===== config.mk =====
export PLATFORM = sky130hd
export DESIGN_NAME = gpio_irq_groups
export DESIGN_NICKNAME = d
export VERILOG_FILES = /design/src/rtl/gig_pkg.sv /design/src/rtl/gig_sync.sv /design/src/rtl/gig_regs.sv /design/src/rtl/gig_slot.sv /design/src/rtl/gpio_irq_groups.sv
export SDC_FILE = /design/constraint.sdc
export NUM_CORES = 1
export LEC_CHECK = 0
export BUFFER_PORTS_ARGS = -buffer_cell sky130_fd_sc_hd__buf_4
export CAP_MARGIN = 30
export CORE_MARGIN = 10
export CORE_UTILIZATION = 35
export CTS_CLUSTER_DIAMETER = 40
export CTS_CLUSTER_SIZE = 10
export DETAILED_ROUTE_END_ITERATION = 12
export GPL_TIMING_DRIVEN = 0
export PLACE_DENSITY = 0.54
export SYNTH_ARGS = -nofsm -noshare
export SYNTH_HDL_FRONTEND = slang
export SYNTH_SLANG_ARGS = --single-unit

===== constraint.sdc =====
create_clock -name clk -period 5.65 [get_ports clk]
set_input_delay 0 -clock clk [delete_from_list [all_inputs] [get_ports clk]]
set_output_delay 0 -clock clk [all_outputs]
set_load 0.005 [all_outputs]

===== src/rtl/gig_pkg.sv =====
package gig_pkg;

    localparam int GROUPS    = 8;
    localparam int MODE_W    = 3;
    localparam int LANE_W    = 4;
    localparam int LANE_PINS = 8;
    localparam int DATA_W    = 32;
    localparam int ADDR_W    = 8;
    localparam int MODE_BITS = GROUPS * MODE_W;
    localparam int SEL_BITS  = GROUPS * LANE_W;

    localparam logic [ADDR_W-1:0] OFS_TRIG = 8'h78;
    localparam logic [ADDR_W-1:0] OFS_LANE = 8'h7C;
    localparam logic [ADDR_W-1:0] OFS_MASK = 8'h80;
    localparam logic [ADDR_W-1:0] OFS_ACK  = 8'h84;
    localparam logic [ADDR_W-1:0] OFS_RAW  = 8'h88;
    localparam logic [ADDR_W-1:0] OFS_GATE = 8'h8C;

    typedef enum logic [MODE_W-1:0] {
        TRIG_OFF   = 3'd0,
        TRIG_HIGH  = 3'd1,
        TRIG_LOW   = 3'd2,
        TRIG_FORCE = 3'd3,
        TRIG_RSVD  = 3'd4,
        TRIG_RISE  = 3'd5,
        TRIG_FALL  = 3'd6,
        TRIG_BOTH  = 3'd7
    } trig_e;

    typedef struct packed {
        trig_e             mode;
        logic [LANE_W-1:0] lane;
    } slot_cfg_t;

    function automatic logic trig_is_edge(input trig_e m);
        return m[2] && (m[1:0] != 2'b00);
    endfunction

    function automatic logic trig_level(input trig_e m, input logic v);
        case (m)
            TRIG_HIGH:  return v;
            TRIG_LOW:   return !v;
            TRIG_FORCE: return 1'b1;
            default:    return 1'b0;
        endcase
    endfunction

    function automatic logic trig_edge(input trig_e m, input logic p, input logic c);
        case (m)
            TRIG_RISE: return c && !p;
            TRIG_FALL: return p && !c;
            TRIG_BOTH: return p ^ c;
            default:   return 1'b0;
        endcase
    endfunction

endpackage


===== src/rtl/gig_sync.sv =====
module gig_sync #(
    parameter int WIDTH = 128
) (
    input  logic             clk,
    input  logic             rst,
    input  logic [WIDTH-1:0] d,
    output logic [WIDTH-1:0] q
);
    logic [WIDTH-1:0] meta_q;
    logic [WIDTH-1:0] stab_q;

    always_ff @(posedge clk) begin
        if (rst) begin
            meta_q <= '0;
            stab_q <= '0;
        end else begin
            meta_q <= d;
            stab_q <= meta_q;
        end
    end

    assign q = stab_q;
endmodule


===== src/rtl/gig_regs.sv =====
module gig_regs
    import gig_pkg::*;
(
    input  logic                   clk,
    input  logic                   rst,
    input  logic [ADDR_W-1:0]      addr,
    input  logic                   we,
    input  logic [DATA_W-1:0]      wdata,
    input  logic [GROUPS-1:0]      raw_i,
    output slot_cfg_t [GROUPS-1:0] cfg_o,
    output logic [GROUPS-1:0]      mask_o,
    output logic [GROUPS-1:0]      ack_o,
    output logic [GROUPS-1:0]      rearm_o,
    output logic [DATA_W-1:0]      rdata_o
);
    logic [MODE_BITS-1:0] mode_q;
    logic [SEL_BITS-1:0]  sel_q;
    logic [GROUPS-1:0]    mask_q;
    logic                 wr_trig, wr_lane;
    logic [GROUPS-1:0]    mode_chg, sel_chg;

    assign wr_trig = we && (addr == OFS_TRIG);
    assign wr_lane = we && (addr == OFS_LANE);

    always_ff @(posedge clk) begin
        if (rst) begin
            mode_q <= '0;
            sel_q  <= '0;
            mask_q <= '0;
        end else if (we) begin
            case (addr)
                OFS_TRIG: mode_q <= wdata[MODE_BITS-1:0];
                OFS_LANE: sel_q  <= wdata[SEL_BITS-1:0];
                OFS_MASK: mask_q <= wdata[GROUPS-1:0];
                default: ;
            endcase
        end
    end

    for (genvar g = 0; g < GROUPS; g++) begin : g_field
        assign cfg_o[g] = '{mode: trig_e'(mode_q[g*MODE_W +: MODE_W]),
                            lane: sel_q[g*LANE_W +: LANE_W]};
        assign mode_chg[g] = wr_trig &&
                             (wdata[g*MODE_W +: MODE_W] != mode_q[g*MODE_W +: MODE_W]);
        assign sel_chg[g]  = wr_lane &&
                             (wdata[g*LANE_W +: LANE_W] != sel_q[g*LANE_W +: LANE_W]);
    end

    assign rearm_o = mode_chg | sel_chg;
    assign ack_o   = (we && (addr == OFS_ACK)) ? wdata[GROUPS-1:0] : '0;
    assign mask_o  = mask_q;

    always_comb begin
        case (addr)
            OFS_TRIG: rdata_o = DATA_W'(mode_q);
            OFS_LANE: rdata_o = DATA_W'(sel_q);
            OFS_MASK: rdata_o = DATA_W'(mask_q);
            OFS_RAW:  rdata_o = DATA_W'(raw_i);
            OFS_GATE: rdata_o = DATA_W'(raw_i & mask_q);
            default:  rdata_o = '0;
        endcase
    end


    reset_clear_chk: assert property (@(posedge clk) disable iff (rst)
        $past(rst) |-> (mode_q == '0 && sel_q == '0 && mask_q == '0));
endmodule


===== src/rtl/gig_slot.sv =====
module gig_slot
    import gig_pkg::*;
#(
    parameter int G     = 0,
    parameter int PIN_N = 128
) (
    input  logic             clk,
    input  logic             rst,
    input  logic [PIN_N-1:0] pins,
    input  slot_cfg_t        cfg,
    input  logic             ack,
    input  logic             rearm,
    output logic             raw
);
    localparam int LANES      = PIN_N / LANE_PINS;
    localparam int LANE_SLOTS = 2 ** LANE_W;

    logic [LANE_SLOTS-1:0] lane_bits;
    logic                  cur, prev_q, armed_q, sticky_q, hit;

    for (genvar l = 0; l < LANE_SLOTS; l++) begin : g_lane
        if (l < LANES) begin : g_real
            assign lane_bits[l] = pins[l*LANE_PINS + G];
        end else begin : g_void
            assign lane_bits[l] = 1'b0;
        end
    end

    assign cur = lane_bits[cfg.lane];
    assign hit = armed_q && trig_edge(cfg.mode, prev_q, cur);

    always_ff @(posedge clk) begin
        if (rst) begin
            prev_q   <= 1'b0;
            armed_q  <= 1'b0;
            sticky_q <= 1'b0;
        end else begin
            prev_q   <= cur;
            armed_q  <= !rearm;
            sticky_q <= (sticky_q && !ack) || hit;
        end
    end

    assign raw = trig_is_edge(cfg.mode) ? sticky_q : trig_level(cfg.mode, cur);


    rearm_quiet_chk: assert property (@(posedge clk) disable iff (rst)
        (!armed_q && !ack) |=> $stable(sticky_q));


    sticky_src_chk: assert property (@(posedge clk) disable iff (rst)
        $rose(sticky_q) |-> trig_is_edge($past(cfg.mode)));
endmodule


===== src/rtl/gpio_irq_groups.sv =====
module gpio_irq_groups
    import gig_pkg::*;
#(
    parameter int NUM_PORTS = 4,
    parameter int PORT_W    = 32
) (
    input  logic                        clk,
    input  logic                        rst,
    input  logic [NUM_PORTS*PORT_W-1:0] pins_i,
    input  logic [ADDR_W-1:0]           bus_addr,
    input  logic                        bus_we,
    input  logic [DATA_W-1:0]           bus_wdata,
    output logic [DATA_W-1:0]           bus_rdata,
    output logic                        irq_o
);
    localparam int PIN_N = NUM_PORTS * PORT_W;

    logic [PIN_N-1:0]       pins_s;
    slot_cfg_t [GROUPS-1:0] cfg;
    logic [GROUPS-1:0]      mask, ack, rearm, raw;
    logic                   irq_q;

    gig_sync #(.WIDTH(PIN_N)) u_sync (
        .clk (clk),
        .rst (rst),
        .d   (pins_i),
        .q   (pins_s)
    );

    gig_regs u_regs (
        .clk     (clk),
        .rst     (rst),
        .addr    (bus_addr),
        .we      (bus_we),
        .wdata   (bus_wdata),
        .raw_i   (raw),
        .cfg_o   (cfg),
        .mask_o  (mask),
        .ack_o   (ack),
        .rearm_o (rearm),
        .rdata_o (bus_rdata)
    );

    for (genvar g = 0; g < GROUPS; g++) begin : g_slot
        gig_slot #(.G(g), .PIN_N(PIN_N)) u_slot (
            .clk   (clk),
            .rst   (rst),
            .pins  (pins_s),
            .cfg   (cfg[g]),
            .ack   (ack[g]),
            .rearm (rearm[g]),
            .raw   (raw[g])
        );
    end

    always_ff @(posedge clk) begin
        if (rst) irq_q <= 1'b0;
        else     irq_q <= |(raw & mask);
    end

    assign irq_o = irq_q;


    mask_quiet_chk: assert property (@(posedge clk) disable iff (rst)
        (mask == '0) |=> !irq_o);


    irq_follow_chk: assert property (@(posedge clk) disable iff (rst)
        (|(raw & mask)) |=> irq_o);
endmodule


## After elaboration in Yosys (flattened, before gate mapping)

Index checks and enable logic that the tools add are counted.
Widths: inputs -> output; s select.

| word-level totals | value |
|---|---|
| flip-flop bits (word level) | 345 |
| output and inout port bits | 33 |
| logic and storage cells | 272 |
| bits of input ports | 171 |

| operators by class | value |
|---|---|
| order comparisons | 8 |
| multiplexer cells | 42 |
| equality and inequality tests | 70 |
| reductions and logical operators | 111 |
| bitwise logic cells | 11 |

Operators by type and width:

| operator | count |
|---|---|
| $pmux 32 s5 | 1 |
| $eq 3x3->1 const B | 24 |
| $logic_and 1x1->1 | 59 |
| $eq 3x2->1 const B | 16 |
| $pmux 1 s3 | 16 |
| $lt 4x5->1 const B | 8 |
| $bmux 1 s4 | 8 |
| $eq 8x8->1 const B | 4 |
| $logic_not 1->1 | 32 |
| $ne 4x4->1 | 8 |
| $eq 3x1->1 const B | 8 |
| $ne 3x3->1 | 8 |
| $and 8x8->8 | 2 |
| $eq 8x7->1 const B | 2 |
| $mux 1 | 16 |
| $reduce_bool 2->1 | 8 |
| $logic_or 1x1->1 | 8 |
| $mux 8 | 1 |
| $or 8x8->8 | 1 |
| $reduce_or 8->1 | 1 |
| $xor 1x1->1 | 8 |
| $reduce_and 2->1 | 3 |

## Longest topological paths before layout

| logic depth | value |
|---|---|
| word-level depth | 7 |
| depth in mapped cells | 10 |
| mapped depth without buffers | 9 |

## By module

From an unflattened synthesis, not the netlist that was laid out.

| unflattened totals | value |
|---|---|
| cell total of the unflattened synthesis | 1225 |
| area, all modules | 13656.8 um2 |

By module, submodules not included:

| module | area each (um2) | cells an instance | sequential area each (um2) | times used |
|---|---|---|---|---|
| gig_sync | 6864.1 | 540 | 5124.9 | 1 |
| gig_regs | 4131.5 | 447 | 1281.2 | 1 |
| gig_slot | 325.3 | 29 | 60.1 | 8 |
| gpio_irq_groups | 58.8 | 6 | 20.0 | 1 |

## Worst setup path after synthesis

OpenSTA, ideal clock, no wires.

| timing | value |
|---|---|
| path kind | flip-flop to flip-flop |
| from | reg u_regs.sel_q[29] |
| to | reg irq_q, in the netlist irq_o |
| period minus slack after synthesis | 2.317 ns |
| required time | 5.518 ns |
| library setup time | 0.132 ns |
| path buffers | 1 |
| cell stages (with the launch flop) | 8 |
| data arrival time | 2.185 ns |
| slack | 3.333 ns |
| cell sequence | dfxtp_1 -> buf_4 -> mux4_2 -> mux4_2 -> mux2i_1 -> and3_1 -> a2111oi_2 -> a31oi_1 |

| between the ends | value |
|---|---|
| word-level cells in the longest chain between the ends | 7 |

Ends and longest elaborated chain:

| element | line | text |
|---|---|---|
| start, declared | gig_regs.sv:17 | `logic [SEL_BITS-1:0] sel_q;` |
| start signal, assigned | gig_regs.sv:33 | `OFS_LANE: sel_q <= wdata[SEL_BITS-1:0];` |
| $bmux 1 s4 * | gig_slot.sv:29 | `assign cur = lane_bits[cfg.lane];` |
| $mux 1 (not written as such) * | gig_slot.sv:29 |  |
| named net g_slot[7].u_slot.cur | gig_slot.sv:19 | `logic cur, prev_q, armed_q, sticky_q, hit;` |
| $logic_not 1->1 | gig_pkg.sv:42 | `TRIG_LOW: return !v;` |
| $pmux 1 s3 * | gig_pkg.sv:40 | `case (m)` |
| $mux 1 * | gig_slot.sv:44 | `assign raw = trig_is_edge(cfg.mode) ? sticky_q : trig_level(cfg.mode, cur);` |
| $and 8x8->8 * | gpio_irq_groups.sv:58 | `else irq_q <= \|(raw & mask);` |
| $reduce_or 8->1 * | gpio_irq_groups.sv:58 |  |
| end signal, assigned | gpio_irq_groups.sv:58 |  |
| end, declared | gpio_irq_groups.sv:21 | `logic irq_q;` |

The timed path passes the listed nets; every way through them passes the cells marked *. The select of a mux whose other input is x is not followed.
A chain may end at the register's enable or synchronous reset.

## Final worst setup path

| timing | value |
|---|---|
| from | reg u_regs.sel_q[15] |
| to | out bus_rdata[3] |

| between the ends | value |
|---|---|
| word-level cells in the longest chain between the ends | 7 |

Ends and longest elaborated chain:

| element | line | text |
|---|---|---|
| $bmux 1 s4 * | gig_slot.sv:29 |  |
| $mux 1 (not written as such) * | gig_slot.sv:29 |  |
| named net g_slot[3].u_slot.cur | gig_slot.sv:19 |  |
| $logic_not 1->1 | gig_pkg.sv:42 |  |
| $pmux 1 s3 * | gig_pkg.sv:40 |  |
| $mux 1 * | gig_slot.sv:44 |  |
| $and 8x8->8 | gig_regs.sv:59 | `OFS_GATE: rdata_o = DATA_W'(raw_i & mask_q);` |
| $pmux 32 s5 * | gig_regs.sv:54 | `case (addr)` |
| end, declared | gpio_irq_groups.sv:13 | `output logic [DATA_W-1:0] bus_rdata,` |

Marked as above.

==> results.sh <==
export IMPL_grt_pass1_wl_um=61510
export IMPL_syn_to_final_growth_pct=39.84
export IMPL_clk_latency_ns=0.56
export IMPL_use_met1_pct=22.96
export IMPL_tns_ns=0
export IMPL_dp_cells=1904
export IMPL_synth_warnings=0
export IMPL_clock_root_buffer="clkbuf_16"
export IMPL_syn_area_um2=12990
export IMPL_synth_edf_count=0
export IMPL_synth_top_area_share_pct=53.15
export IMPL_max_cap_violations=0
export IMPL_drt_iter0_markers=468
export IMPL_cts_setup_buffers=0
export IMPL_clk_pin_slew_ns=0.05
export IMPL_cts_tree="yes"
export IMPL_rsz0062_at_grt="no"
export IMPL_fp_dieH_um=212.7
export IMPL_crit_path_end_kind="output pin"
export IMPL_period_share_pct=59.05
export IMPL_initial_core_util_pct=35.49
export IMPL_finalHoldViolCount=0
export IMPL_port_buffers=194
export IMPL_worst_pin_slew_ns=0.8518
export IMPL_rows=70
export IMPL_fillCellCount=3374
export IMPL_crit_type="flip-flop to output pin"
export IMPL_grt_overflow_total=0
export IMPL_maxSlewViolCount=0
export IMPL_cts_max_level=2
export IMPL_p_leak_nw=6.951
export IMPL_power_density_nw_per_um2=319.6
export IMPL_post_layout_nonfiller_instances=2140
export IMPL_synth_flop_cell="dfxtp_1"
export IMPL_dr_pass1_iters=5
export IMPL_drive_above_1_share_pct=20.35
export IMPL_synth_seq_cells=345
export IMPL_grtUsageMet2_pct=30.27
export IMPL_irDropWorstVdd_mv=0.2244
export IMPL_top_level_ports=204
export IMPL_routed_wl_um=40780
export IMPL_cts_sinks=345
export IMPL_die_x_um=212.7
export IMPL_cts_buffers=49
export IMPL_use_met3_pct=3.783
export IMPL_ys_async_sr_fraction_pct=0
export IMPL_synthTopCellsByArea="dfxtp_1 (53%), nor2b_1 (12%), mux4_2 (6.9%)"
export IMPL_drc=0
export IMPL_whs_ns=0.1020
export IMPL_nets=1835
export IMPL_timing_slew_headroom_pct=43.21
export IMPL_vias=9839
export IMPL_clock_skew_ns=0.03461
export IMPL_cts_path_max_buffers=3
export IMPL_ant_nets=0
export IMPL_gp_congestion=0.8750
export IMPL_synth_avg_cell_area_um2=10.47
export IMPL_synth_cells=1241
export IMPL_wl_per_cell_um=19.06
export IMPL_avgViaCountPerCell=4.598
export IMPL_ys_top_cells_by_count="dfxtp_1 (345), nor2b_1 (258), nand2_1 (100)"
export IMPL_crit_path_start_kind="flip-flop"
export IMPL_grt_pass1_vias=10340
export IMPL_max_freq_mhz=299.7
export IMPL_hpwlAfterDp_um=30020
export IMPL_die_area_um2=45230
export IMPL_grt_usage_pct=17.94
export IMPL_grt_busiest_layer="met2"
export IMPL_setup_viol=0
export IMPL_synth_most_common_cell="dfxtp_1"
export IMPL_status="finished clean"
export IMPL_hp_class="input port to flip-flop"
export IMPL_arrival_ns=3.34
export IMPL_coreArea_um2=36610
export IMPL_synth_distinct_cells=43
export IMPL_synth_nets=1428
export IMPL_grt_max_degree=15
export IMPL_synth_top_area_cell="dfxtp_1"
export IMPL_period_needed_ns=3.336
export IMPL_crit_fanout=7
export IMPL_antenna_found_initial=1
export IMPL_yosysSeqAreaShare_pct=53.15
export IMPL_cp_required_ns=5.65
report_power, final:
part	leakage [nW]	switching (W)	internal [W]	total (W)
Clock	0.738	0.00105	0.00179	0.00285
Sequential	2.84	0.0000213	0.00253	0.00255
Combinational	3.37	0.000176	0.000235	0.000411
Total	6.95	0.00125	0.00456	0.00581
worst paths after layout:
check,from,cells past startpoint,slack (ns),to
setup / recovery,u_regs.sel_q[15],8,2.31,bus_rdata[3]
hold reg to reg,u_sync.meta_q[39],1,0.43,u_sync.q[39]
setup reg to reg,u_regs.sel_q[11],9,2.86,g_slot[2].u_slot.sticky_q
hold / removal,bus_addr[0],7,0.10,g_slot[0].u_slot.sticky_q
kinds of logic after synthesis:
family	count (synthesis)	synth area share, %
and+or+nand+nor	494	21.05
adders and majority gates	16	1.541
muxes	97	11.32
buffers and inverters	141	4.564
xor gates and xnor gates	56	3.775
DFF	345	53.15
AOI/OAI and AO/OA	92	4.593
sequential cells by signal (all words and copies together) (netlist names):
name and flops:
g_slot.u_slot.armed_q 8, g_slot.u_slot.sticky_q 8, u_regs.sel_q 32, g_slot.u_slot.prev_q 8, u_regs.mask_o 8, u_sync.meta_q 128
u_regs.mode_q 24, irq_o 1, u_sync.q 128
layout by cell type (no fill, tap or decap), drive strengths merged, types with 4 or more instances in the layout:
| cell type | count |
|---|---|
| a21oi | 46 |
| a221oi | 8 |
| a32oi | 8 |
| and3 | 11 |
| buf | 212 |
| bufinv | 4 |
| clkbuf | 149 |
| clkinv | 6 |
| dfxtp | 345 |
| dlygate4sd3 | 161 |
| ha | 16 |
| inv | 38 |
| mux2i | 57 |
| mux4 | 40 |
| nand2 | 100 |
| nand3 | 23 |
| nand4 | 9 |
| nor2 | 64 |
| nor2b | 258 |
| nor3 | 13 |
| nor3b | 7 |
| nor4b | 6 |
| o21ai | 11 |
| o221ai | 6 |
| o22ai | 5 |
| xnor2 | 56 |
metal layers:
metal	vias up	share of wire, %
met4	0	1.4
met3	44	5.3
li1	4884	-
met1	4633	45
met5	-	0
met2	278	48
cell type report:
class	instances	area [um2]	area share [%]
multi-input cells	755	5494	30.24
plain buffers	105	457.9	2.520
clock inverters	13	211.5	1.164
flip-flops and latches	345	6907	38.01
diodes	1	2.502	0.01377
well taps	468	585.6	3.223
clock buffers	61	1301	7.162
repair buffers	356	3075	16.93
inverters	36	135.1	0.7437
through the flow:
stage,setup slack (ns),power (W),area [um2],utilization (%)
after floorplan,3.333,0.002744,12990,-
after global placement,2.903,0.002916,15040,41.07
after detailed placement,2.884,0.002922,15040,41.09
after CTS,2.319,0.005871,18170,49.62
after global routing,2.146,0.006003,18170,49.63
final,2.314,0.005806,18170,49.63
critical path: stages, from the launching register on:
cell	delay, ns
dfxtp_1	0.30
clkbuf_1	0.42
mux4_2	0.42
mux4_2	0.54
nor3b_1	0.18
nor3_2	0.35
a21oi_1	0.12
o221ai_1	0.28
buf_4	0.18
what timing repair did:
item	in CTS	in global routing
resized for setup	0	0
endpoints found under the hold margin	204	0
hold buffers	161	0
Note: power is estimated with default switching activity, not from simulation.
